[config.mk]
export PLATFORM = sky130hd
export DESIGN_NAME = uart_irq_ident
export DESIGN_NICKNAME = d
export VERILOG_FILES = /design/src/rtl/uart_irq_pkg.sv /design/src/rtl/uart_irq_ctrl.sv /design/src/rtl/uart_irq_dp.sv /design/src/rtl/uart_irq_ident.sv
export SDC_FILE = /design/constraint.sdc
export NUM_CORES = 1
export LEC_CHECK = 0
export ABC_AREA = 0
export ABC_CLOCK_PERIOD_IN_PS = 1200
export BUFFER_PORTS_ARGS = -buffer_cell sky130_fd_sc_hd__buf_2
export CORE_ASPECT_RATIO = 0.8
export CORE_MARGIN = 2
export CORE_UTILIZATION = 40
export CTS_CLUSTER_SIZE = 25
export DETAILED_ROUTE_END_ITERATION = 8
export HOLD_SLACK_MARGIN = 0.1
export PLACE_DENSITY = 0.81
export SETUP_SLACK_MARGIN = 0.5
export SLEW_MARGIN = 20
export SYNTH_ARGS = -nofsm -noshare
export SYNTH_HDL_FRONTEND = slang
export SYNTH_HIERARCHICAL = 1
export SYNTH_SLANG_ARGS = --single-unit
export TNS_END_PERCENT = 30
[constraint.sdc]
create_clock -name clk -period 1.2 [get_ports clk]
set_input_delay 0.24 -clock clk [delete_from_list [all_inputs] [get_ports clk]]
set_output_delay 0.24 -clock clk [all_outputs]
set_load 0.01 [all_outputs]
[src/rtl/uart_irq_pkg.sv]
package uart_irq_pkg;
  typedef struct packed {
    logic freeze;
    logic setPend;
    logic clrPend;
  } irqStrobe_t;

  localparam logic [3:0] CODE_NONE  = 4'b0001;
  localparam logic [3:0] CODE_LINE  = 4'b0110;
  localparam logic [3:0] CODE_RXAV  = 4'b0100;
  localparam logic [3:0] CODE_TOUT  = 4'b1100;
  localparam logic [3:0] CODE_TXEM  = 4'b0010;
  localparam logic [3:0] CODE_MODEM = 4'b0000;
endpackage

[src/rtl/uart_irq_ctrl.sv]
module uart_irq_ctrl
  import uart_irq_pkg::*;
#(
  parameter int LVL_W = 5,
  parameter int DLY_W = 8
) (
  input  logic             clk,
  input  logic             rstN,
  input  logic             iirRdEn,
  input  logic             thrWrEn,
  input  logic             ierWrEn,
  input  logic             ierWrBit1,
  input  logic             ierBit1,
  input  logic             fifoMode,
  input  logic             condTxEmpty,
  input  logic [LVL_W-1:0] txLevel,
  input  logic [DLY_W-1:0] txDelay,
  input  logic [3:0]       shownCode,
  output irqStrobe_t       strobe
);
  localparam logic [LVL_W-1:0] MULTI_LVL = LVL_W'(2);

  logic             fifoQ;
  logic             rdQ;
  logic             emptyInd;
  logic             emptyNext;
  logic [DLY_W-1:0] dlyCnt;
  logic [DLY_W-1:0] cntNext;
  logic             multiSeen;
  logic             firstAfter;
  logic             toggle;
  logic             deferNeed;
  logic             indRise;
  logic             rdStart;

  assign toggle    = fifoMode ^ fifoQ;
  assign deferNeed = fifoMode & ~multiSeen & ~firstAfter;
  assign rdStart   = iirRdEn & ~rdQ;

  always_comb begin
    emptyNext = 1'b0;
    cntNext   = '0;
    if (toggle || !condTxEmpty) begin
      emptyNext = 1'b0;
    end else if (emptyInd || !deferNeed) begin
      emptyNext = 1'b1;
    end else if (dlyCnt == txDelay) begin
      emptyNext = 1'b1;
    end else begin
      cntNext = dlyCnt + 1'b1;
    end
  end

  assign indRise = emptyNext & ~emptyInd;

  always_comb begin
    strobe.freeze  = iirRdEn;
    strobe.setPend = indRise | (ierWrEn & ierWrBit1 & ~ierBit1 & emptyInd);
    strobe.clrPend = thrWrEn | (rdStart & (shownCode == CODE_TXEM));
  end

  always_ff @(posedge clk or negedge rstN) begin
    if (!rstN) begin
      fifoQ      <= 1'b0;
      rdQ        <= 1'b0;
      emptyInd   <= 1'b0;
      dlyCnt     <= '0;
      multiSeen  <= 1'b0;
      firstAfter <= 1'b0;
    end else begin
      fifoQ    <= fifoMode;
      rdQ      <= iirRdEn;
      emptyInd <= emptyNext;
      dlyCnt   <= cntNext;
      if (toggle) begin
        firstAfter <= 1'b1;
        multiSeen  <= 1'b0;
      end else if (indRise) begin
        firstAfter <= 1'b0;
        multiSeen  <= 1'b0;
      end else if (fifoMode && txLevel >= MULTI_LVL) begin
        multiSeen <= 1'b1;
      end
    end
  end

  // an empty indication only ever follows an empty buffer level
  assert_ind_needs_empty_R8: assert property (@(posedge clk) disable iff (!rstN)
    $rose(emptyInd) |-> $past(condTxEmpty));

  // a read that starts on a transmit-empty code must request a clear
  assert_read_clear_R6: assert property (@(posedge clk) disable iff (!rstN)
    (iirRdEn && !rdQ && shownCode == CODE_TXEM) |-> strobe.clrPend);
endmodule

[src/rtl/uart_irq_dp.sv]
module uart_irq_dp
  import uart_irq_pkg::*;
(
  input  logic       clk,
  input  logic       rstN,
  input  irqStrobe_t strobe,
  input  logic       ierWrEn,
  input  logic [7:0] ierWrData,
  input  logic       fifoMode,
  input  logic       condLineErr,
  input  logic       condRxAvail,
  input  logic       condTimeout,
  input  logic       condModem,
  output logic [3:0] ierBits,
  output logic [7:0] codeQ
);
  logic       txPend;
  logic [3:0] liveCode;
  logic [7:0] liveByte;

  always_comb begin
    if (condLineErr && ierBits[2])                  liveCode = CODE_LINE;
    else if (condRxAvail && ierBits[0])             liveCode = CODE_RXAV;
    else if (condTimeout && ierBits[0] && fifoMode) liveCode = CODE_TOUT;
    else if (txPend && ierBits[1])                  liveCode = CODE_TXEM;
    else if (condModem && ierBits[3])               liveCode = CODE_MODEM;
    else                                            liveCode = CODE_NONE;
    liveByte = {fifoMode, fifoMode, 2'b00, liveCode};
  end

  always_ff @(posedge clk or negedge rstN) begin
    if (!rstN) begin
      ierBits <= '0;
      txPend  <= 1'b0;
      codeQ   <= {4'b0000, CODE_NONE};
    end else begin
      if (ierWrEn) ierBits <= ierWrData[3:0];
      if (strobe.clrPend)      txPend <= 1'b0;
      else if (strobe.setPend) txPend <= 1'b1;
      if (!strobe.freeze) codeQ <= liveByte;
    end
  end

  // the shown byte holds during a read access
  assert_frozen_R3: assert property (@(posedge clk) disable iff (!rstN)
    strobe.freeze |=> $stable(codeQ));

  // transmit-empty never shown while its enable is off
  assert_gate_txem_R4: assert property (@(posedge clk) disable iff (!rstN)
    (!ierBits[1] && !strobe.freeze) |=> codeQ[3:0] != CODE_TXEM);

  // a clear request empties the pending latch
  assert_clear_R7: assert property (@(posedge clk) disable iff (!rstN)
    strobe.clrPend |=> !txPend);
endmodule

[src/rtl/uart_irq_ident.sv]
module uart_irq_ident
  import uart_irq_pkg::*;
#(
  parameter int LVL_W = 5,
  parameter int DLY_W = 8
) (
  input  logic             clk,
  input  logic             rstN,
  input  logic             ierWrEn,
  input  logic [7:0]       ierWrData,
  input  logic             iirRdEn,
  input  logic             thrWrEn,
  input  logic             fifoMode,
  input  logic             condLineErr,
  input  logic             condRxAvail,
  input  logic             condTimeout,
  input  logic             condModem,
  input  logic             condTxEmpty,
  input  logic [LVL_W-1:0] txLevel,
  input  logic [DLY_W-1:0] txDelay,
  output logic [7:0]       ierQ,
  output logic [7:0]       iirCode,
  output logic             intr
);
  irqStrobe_t strobe;
  logic [3:0] ierBits;
  logic [7:0] codeQ;

  uart_irq_ctrl #(.LVL_W(LVL_W), .DLY_W(DLY_W)) ctrl (
    .clk(clk), .rstN(rstN), .iirRdEn(iirRdEn), .thrWrEn(thrWrEn),
    .ierWrEn(ierWrEn), .ierWrBit1(ierWrData[1]), .ierBit1(ierBits[1]),
    .fifoMode(fifoMode), .condTxEmpty(condTxEmpty), .txLevel(txLevel),
    .txDelay(txDelay), .shownCode(codeQ[3:0]), .strobe(strobe)
  );

  uart_irq_dp dp (
    .clk(clk), .rstN(rstN), .strobe(strobe), .ierWrEn(ierWrEn),
    .ierWrData(ierWrData), .fifoMode(fifoMode), .condLineErr(condLineErr),
    .condRxAvail(condRxAvail), .condTimeout(condTimeout),
    .condModem(condModem), .ierBits(ierBits), .codeQ(codeQ)
  );

  assign ierQ    = {4'b0000, ierBits};
  assign iirCode = codeQ;
  assign intr    = ~codeQ[0];

  // outside FIFO mode the timeout bit stays low
  assert_bit3_R2: assert property (@(posedge clk) disable iff (!rstN)
    !iirCode[7] |-> !iirCode[3]);
endmodule

Word-level counts from Yosys, hierarchy flattened. Index checks and enable logic that the tools add are counted.

Input port bits: 32. Flip-flop bits (word level): 23. Output and inout port bits: 17.

Reductions and logical operators: 14. Equal/unequal tests: 2. Bitwise logic cells: 17. Add/sub/neg operators: 1. $lt $le $gt $ge: 1. Mux-type cells: 18.

Operators with widths (count): $mux 8 (3); $mux 4 (4); $mux 1 (11); $add 8x1->8 const B (1); $and 1x1->1 (8); $eq 8x8->1 (1); $logic_and 1x1->1 (7); $not 1->1 (6); $ge 5x2->1 const B (1); $eq 4x2->1 const B (1); $reduce_bool 2->1 (2); $reduce_bool 3->1 (1); $logic_not 1->1 (2); $logic_or 1x1->1 (2); $or 1x1->1 (2); $xor 1x1->1 (1).

Longest topological paths before layout. Gate-level depths: netlist of run 1.

Depth in word-level cells: 11. Mapped depth: 6.

Cells and area by module. Netlist of run 1, hierarchy kept.

Modules (own cells, without submodules): uart_irq_ctrl (seq. area each 325.3 um^2, area each 740.7 um^2, cells each 68, times used 1); uart_irq_dp (seq. area each 251.5 um^2, area each 449.2 um^2, cells each 38, times used 1); uart_irq_ident (seq. area each 0.0 um^2, area each 37.5 um^2, cells each 6, times used 1).

Least setup slack after synthesis of run 1. OpenSTA, ideal clock, no wires.

Path kind: register to register. Start: register ctrl.dlyCnt[0]. End: register dp.txPend. Stages on the path, launching flop included: 7. Arrival: 1.201 ns. Library setup time: 0.071 ns. Path buffers: 0. Data required time: 1.129 ns. Setup slack: -0.072 ns. Cells stage by stage: dfrtp_1 -> xnor2_1 -> nand4_2 -> o21ai_1 -> a22o_1 -> nor2_1 -> nor2_1.

RTL lines: start, declared (RTL line uart_irq_ctrl.sv:27) `logic [DLY_W-1:0] dlyCnt;`; start signal, assigned (RTL line uart_irq_ctrl.sv:74) `dlyCnt <= cntNext;`; end signal, assigned (RTL line uart_irq_dp.sv:34) `txPend <= 1'b0;`; end signal, assigned (RTL line uart_irq_dp.sv:38) `if (strobe.clrPend) txPend <= 1'b0;`; end signal, assigned (RTL line uart_irq_dp.sv:39) `else if (strobe.setPend) txPend <= 1'b1;`; end, declared (RTL line uart_irq_dp.sv:17) `logic txPend;`.

Final worst setup path of run 1.
Start: register ctrl.dlyCnt[2]. End: register ctrl.dlyCnt[3].

Word-level cells in the longest chain between the ends: 4. Elaborated cells on any way between the ends: 5.

RTL lines: $add 8x1->8 / $eq 8x8->1 (equally long branches) (RTL line uart_irq_ctrl.sv:50, uart_irq_ctrl.sv:47); $mux 8 (*) (RTL line uart_irq_ctrl.sv:47) `end else if (dlyCnt == txDelay) begin`; $mux 8 (*) (RTL line uart_irq_ctrl.sv:45) `end else if (emptyInd || !deferNeed) begin`; $mux 8 (*) (RTL line uart_irq_ctrl.sv:43) `if (toggle || !condTxEmpty) begin`; named net ctrl.cntNext[3] (RTL line uart_irq_ctrl.sv:28) `logic [DLY_W-1:0] cntNext;`.

Mark *: on every way through the listed nets, which the timed path passes. The rest lies on a longest branch. A chain may end at the register's enable or synchronous reset.

==> results of run 1 <==
## through the flow
| stage | setup TNS [ps] | utilization, % | setup WS [ps] | hold slack, ps |
|---|---|---|---|---|
| 2_1_floorplan | -189.9 | - | -33.57 | -55.59 |
| 3_3_place_gp | -711.1 | 53.07 | -87.36 | 233.1 |
| 3_5_place_dp | -1253 | 53.07 | -146.5 | 247.9 |
| 4_1_cts | -1192 | 56.61 | -132.4 | -46.07 |
| 5_1_grt | -1715 | 58.20 | -178.9 | -24.51 |
| 6_report | -790.8 | 58.20 | -94.57 | -55.65 |
## placed cells by master, fill, tap and decap left out, drive strengths merged, types with 2 or more instances in the layout
cell / n
xor2: 5
clkbuf: 3
mux2: 4
nand2: 8
a21oi: 3
nand4: 2
o21ai: 5
nand3: 5
nor2: 14
and3: 2
buf: 50
dfrtp: 22
xnor2: 10
inv: 5
conb: 6
## state kept, by name (all words and copies together) (netlist names)
signal and count:
ctrl/dlyCnt 8, dp/codeQ 5, dp/ierBits 4, ctrl/emptyInd 1
ctrl/fifoQ 1, ctrl/firstAfter 1, ctrl/multiSeen 1, ctrl/rdQ 1
dp/txPend 1
## timing repair
action	in CTS	in global routing
endpoints found under the setup margin	32	31
endpoints found under the hold margin	22	22
buffers inserted	0	1
pin swaps	17	9
gates resized for setup	13	7
cloned	0	0
## metal layers
| layer | vias up | wire length [um] | GRT usage [%] |
|---|---|---|---|
| li1 | 470 | - | - |
| met1 | 471 | 1182 | 21.26 |
| met2 | 21 | 1409 | 30.13 |
| met3 | 4 | 74 | 2.929 |
| met4 | 0 | 35 | 7.143 |
| met5 | - | 0 | 0 |
## final timing paths
kind,startpoint,endpoint,slack [ps],depth (start not counted)
min,rstN,ctrl/dlyCnt[2],-60,1
max reg2reg,ctrl/dlyCnt[2],ctrl/dlyCnt[3],-90,4
min reg2reg,dp/codeQ[6],dp/codeQ[6],560,1
min in group clk,ierWrData[0],dp/ierBits[0],200,3
max in group asynchronous,rstN,dp/codeQ[0],890,1
max,ctrl/dlyCnt[2],ctrl/dlyCnt[3],-90,4
## layout make-up
class                           instances  share of cell area [%]
Multi-Input combinational cell         79                   40.20
Sequential cell                        23                   35.03
Timing Repair Buffer                   50                   17.93
Tap cell                               38                   2.888
Clock buffer                            3                   2.508
Inverter                                5                   1.140
Clock inverter                          1                  0.3040
## kinds of logic (layout without fill, tap and decap cells)
family | after synthesis | in the layout | share of synthesized area, %
flip-flops | 23 | 23 | 46.99
XOR/XNOR | 15 | 15 | 12.54
AND/OR/NAND/NOR | 36 | 36 | 16.01
adder cells (fa/ha/maj) | 1 | 1 | 1.019
buffers and inverters | 14 | 59 | 7.033
multiplexers | 4 | 4 | 3.669
other | 2 | 6 | 0.6118
AO/OA/AOI/OAI | 17 | 17 | 12.13
## report_power, final
group	switching [W]	internal, W
registers	0.0000561	0.000829
clock network	0.000240	0.000231
logic	0.000168	0.000179
total	0.000464	0.00124
==> impl_metrics.json, run 1 <==
{
  "io_buffers": 37,
  "core_area_um2": 2829,
  "synth_common_cells": "22 x dfrtp_1, 14 x nor2_1, 9 x buf_4",
  "fillers": 222,
  "cp_slowest_cell": "dfrtp_1",
  "synth-main-ff-cell": "dfrtp_1",
  "path_class": "reg2reg",
  "wl_per_cell_um": 13.58,
  "period_share_pct": 107.9,
  "rsz0062_at_grt": "yes",
  "async_flop_share_pct": 100.0,
  "fin_cells": 199,
  "clockRootBuffer": "clkbuf_8",
  "yosysTopAreaCellShare_pct": 44.85,
  "maxSlewHeadroom_pct": 65.74,
  "powerDensity_nw_per_um2": 1034,
  "design_area_um2": 1647,
  "synth.area.top_cells": "dfrtp_1 45%, buf_4 5.5%, xnor2_1 5.0%",
  "cts_made_buffers": 3,
  "min_period_ps": 1295,
  "syn_area_per_cell_um2": 10.96,
  "hold-worst-slack_ps": -55.65,
  "hold_viol": 22,
  "path_max_fanout": 8,
  "leakage_nw": 0.8216,
  "drc_errors": 0,
  "finClkSkew_ps": 2.140,
  "status": "finished, violations left",
  "cpPeakStageDelay_ps": 420,
  "syn_area_um2": 1227,
  "vias": 966,
  "first_global_vias": 1000,
  "postPlaceCellArea_um2": 1501,
  "hold_class": "in2async",
  "layout.nets": 195,
  "cts_sinks": 23,
  "endpoint_kind": "register",
  "fin_total_pwr_w": 0.001702,
  "failed_checks": "hold timing, setup timing",
  "die_h_um": 53.55,
  "critical_path_required_ps": 1340,
  "antenna_found_initial": 0,
  "cp.arrival_ps": 1430,
  "pin_count": 49,
  "grt_util_all_layers_pct": 17.13,
  "ir_drop_mv": 0.5148,
  "finalSetupViolCount": 12,
  "slew_violations": 0,
  "grt_overflow": 0,
  "die_area_um2": 3530,
  "grt_max_degree": 24,
  "synth.most_common_cell": "dfrtp_1",
  "ys_types": 35,
  "place.gp.congestion": 0.7884,
  "multi_input_area_um2": 661.9,
  "fin_ws_ps": -94.57,
  "fmax_mhz": 772.5,
  "max_cap_violations": 0,
  "ys_seq_area_share_pct": 46.99,
  "cts_tree": "done",
  "die_w_um": 65.94,
  "grt_pass1_wl_mm": 4.457,
  "worst_slew_pin_slew_ps": 513.8,
  "seq_area_um2": 576.8,
  "drtAntennaViolNets": 0,
  "via_per_inst": 4.854,
  "areaGrowthSynthToFinish_pct": 34.15,
  "dp.cells": 194,
  "core.rowCount": 17,
  "antenna_cells": 0,
  "syn_inst": 112,
  "drive_gt1_share_pct": 51.55,
  "clockBufferDepth": 2,
  "worstPathCellList": "xnor2_2 > nand4_2 > o2111ai_4 > nor2_1",
  "synth-seq-cells": 23,
  "htreeDepth": 1,
  "first_pass_iters": 4,
  "yosys_warnings": 6,
  "crit_buf_inv": 0,
  "drt_iter0_drc": 11,
  "synth_top_area_cell": "dfrtp_1",
  "synth-edff-count": 0,
  "crit_path_start_kind": "register",
  "dpl.hpwl_mm": 2.058,
  "clkTransAtPathRegs_ps": 80,
  "crit_family": "flip-flops",
  "start_util_pct": 43.39,
  "drt_wl_total_mm": 2.702,
  "clk_latency_ps": 260
}
(Power assumes the default switching activity.)
==> run 2: changes to the inputs <==
ABC_CLOCK_PERIOD_IN_PS = 1000   (was 1200)
clock period = 1 ns   (was 1.2 ns; I/O delays follow)
==> impl_metrics.json, run 2 (same netlist as run 1, synthesis figures left out) <==
{
  "final_common_cell": "buf_2",
  "grt_pass1_wl_mm": 4.395,
  "fmax_mhz": 771.1,
  "htreeDepth": 1,
  "die_area_um2": 3530,
  "fillers": 229,
  "reg2reg_depth": 4,
  "failed_checks": "hold timing, setup timing",
  "pwr-share-clk_pct": 27.7,
  "timing.rr.end": "ctrl/dlyCnt[6]",
  "postPlaceCellArea_um2": 1509,
  "max_cap_violations": 0,
  "first_global_vias": 987,
  "endpoint_kind": "register",
  "finalSetupViolCount": 20,
  "drt_wl_total_mm": 2.675,
  "regMostFlops": "ctrl/dlyCnt",
  "worstPathCellList": "xnor2_2 > nand4_2 > o2111ai_4 > nor2_1",
  "dpl.hpwl_mm": 2.062,
  "slew_violations": 0,
  "timing.rr.start": "ctrl/dlyCnt[1]",
  "ir_drop_mv": 0.7708,
  "drc_errors": 0,
  "switching_power_w": 0.0005436,
  "place.gp.congestion": 0.7908,
  "cp.arrival_ps": 1430,
  "crit_buf_inv": 0,
  "powerDensity_nw_per_um2": 1248,
  "min_period_ps": 1297,
  "fin_ws_ps": -296.8,
  "cp-endpoint": "ctrl/dlyCnt[6]",
  "cts_tree": "done",
  "fin_util_pct": 57.28,
  "core_area_um2": 2829,
  "cp_slowest_cell": "dfrtp_1",
  "finClkSkew_ps": 3.308,
  "antenna_found_initial": 0,
  "hold_class": "in2async",
  "drt_iter0_drc": 27,
  "layout.nets": 196,
  "pin_count": 49,
  "via_per_inst": 4.835,
  "die_w_um": 65.94,
  "die_h_um": 53.55,
  "io_buffers": 37,
  "setup.worst_path.start": "ctrl/dlyCnt[1]",
  "drtAntennaViolNets": 0,
  "clockBufferDepth": 2,
  "top_regs": "ctrl/dlyCnt: 8 flops, dp/codeQ: 5 flops, dp/ierBits: 4 flops",
  "cpPeakStageDelay_ps": 420,
  "pwr-share-comb_pct": 19.9,
  "cts_made_buffers": 3,
  "cp.depth": 4,
  "reg2reg_slack_ps": -300,
  "internal-power_w": 0.001478,
  "critical_path_required_ps": 1140,
  "clkTransAtPathRegs_ps": 80,
  "leakage_nw": 0.8053,
  "swShare_pct": 26.89,
  "antenna_cells": 0,
  "hold_viol": 22,
  "cts_sinks": 23,
  "clockRootBuffer": "clkbuf_8",
  "grt_max_degree": 24,
  "path_class": "reg2reg",
  "status": "finished, violations left",
  "areaGrowthSynthToFinish_pct": 32.01,
  "path_max_fanout": 8,
  "core.rowCount": 17,
  "hold-worst-slack_ps": -94.91,
  "grt_overflow": 0,
  "clk_latency_ps": 260,
  "start_util_pct": 43.39,
  "largest_reg_flops": 8,
  "crit_family": "flip-flops",
  "crit_path_start_kind": "register",
  "first_pass_iters": 4,
  "worst_slew_pin_slew_ps": 514.8,
  "design_area_um2": 1620,
  "period_share_pct": 129.7,
  "rsz0062_at_grt": "yes",
  "vias": 967,
  "grt_util_all_layers_pct": 16.90,
  "maxSlewHeadroom_pct": 65.68,
  "wl_per_cell_um": 13.38,
  "p_seq_share_pct": 52.3,
  "final_cell_mix": "35 x buf_2, 22 x dfrtp_1, 14 x nor2_1, 14 x buf_4",
  "place_ws_ps": -349.9,
  "drive_gt1_share_pct": 50.00
}
## run 2: changes by cell type in the layout (fill, tap and decap cells not counted), moves of 2 or more
cell	before	now
nand2_1	6	8
mux2_4	4	0
nand2_2	2	0
mux2_2	0	4
## run 2: routing by layer
layer / part of all wire [%] / global-route usage, % / vias to the layer above
met5: 0 / 0 / -
met4: 0.71 / 5.102 / 0
met3: 3.9 / 2.510 / 2
met2: 53 / 30.47 / 29
met1: 42 / 21.42 / 470
li1: - / - / 466
## run 2: layout make-up
type / instances / area, um^2 / area share [%]
clock buffers: 3 / 41.29 / 2.548
clock inverters: 1 / 5.005 / 0.3089
inverters: 5 / 18.77 / 1.158
multi-input cells: 79 / 628.1 / 38.76
flip-flops and latches: 23 / 576.8 / 35.60
well taps: 38 / 47.55 / 2.934
repair buffers: 51 / 302.8 / 18.69
## run 2: worst min-delay path by stage
stage | slack (ps) | endpoint | cells after the start | start
2_1_floorplan | -100 | ctrl/dlyCnt[0] | 0 | rstN
6_report | -90 | ctrl/dlyCnt[3] | 1 | rstN
3_3_place_gp | 190 | ctrl/dlyCnt[2] | 1 | rstN
3_5_place_dp | 200 | ctrl/dlyCnt[4] | 1 | rstN
4_1_cts | -90 | dp/ierBits[2] | 1 | rstN
5_1_grt | -70 | ctrl/dlyCnt[4] | 1 | rstN
## run 2: timing repair
action,in CTS,in global routing
resized for setup,9,4
setup buffers,1,0
pin swaps,13,4
hold endpoints to repair,22,22
endpoints found under the setup margin,32,32
## run 2: stage by stage
stage	hold slack [ps]	TNS, ps	instances	power, W
floorplan	-95.59	-2190	116	0.001276
global placement	185.8	-2753	195	0.001421
detailed placement	201.1	-3646	195	0.001439
CTS	-88.66	-3806	200	0.002032
global route	-73.59	-4658	200	0.002142
finish	-94.91	-3510	200	0.002021
## run 2: power by group through the flow
stage | clock (W) | combinational, W | sequential, W
global placement | 0 | 0.000356 | 0.00107
global route | 0.000635 | 0.000441 | 0.00107
CTS | 0.000587 | 0.000391 | 0.00105
finish | 0.000561 | 0.000403 | 0.00106
floorplan | 0 | 0.000197 | 0.00108
detailed placement | 0 | 0.000367 | 0.00107
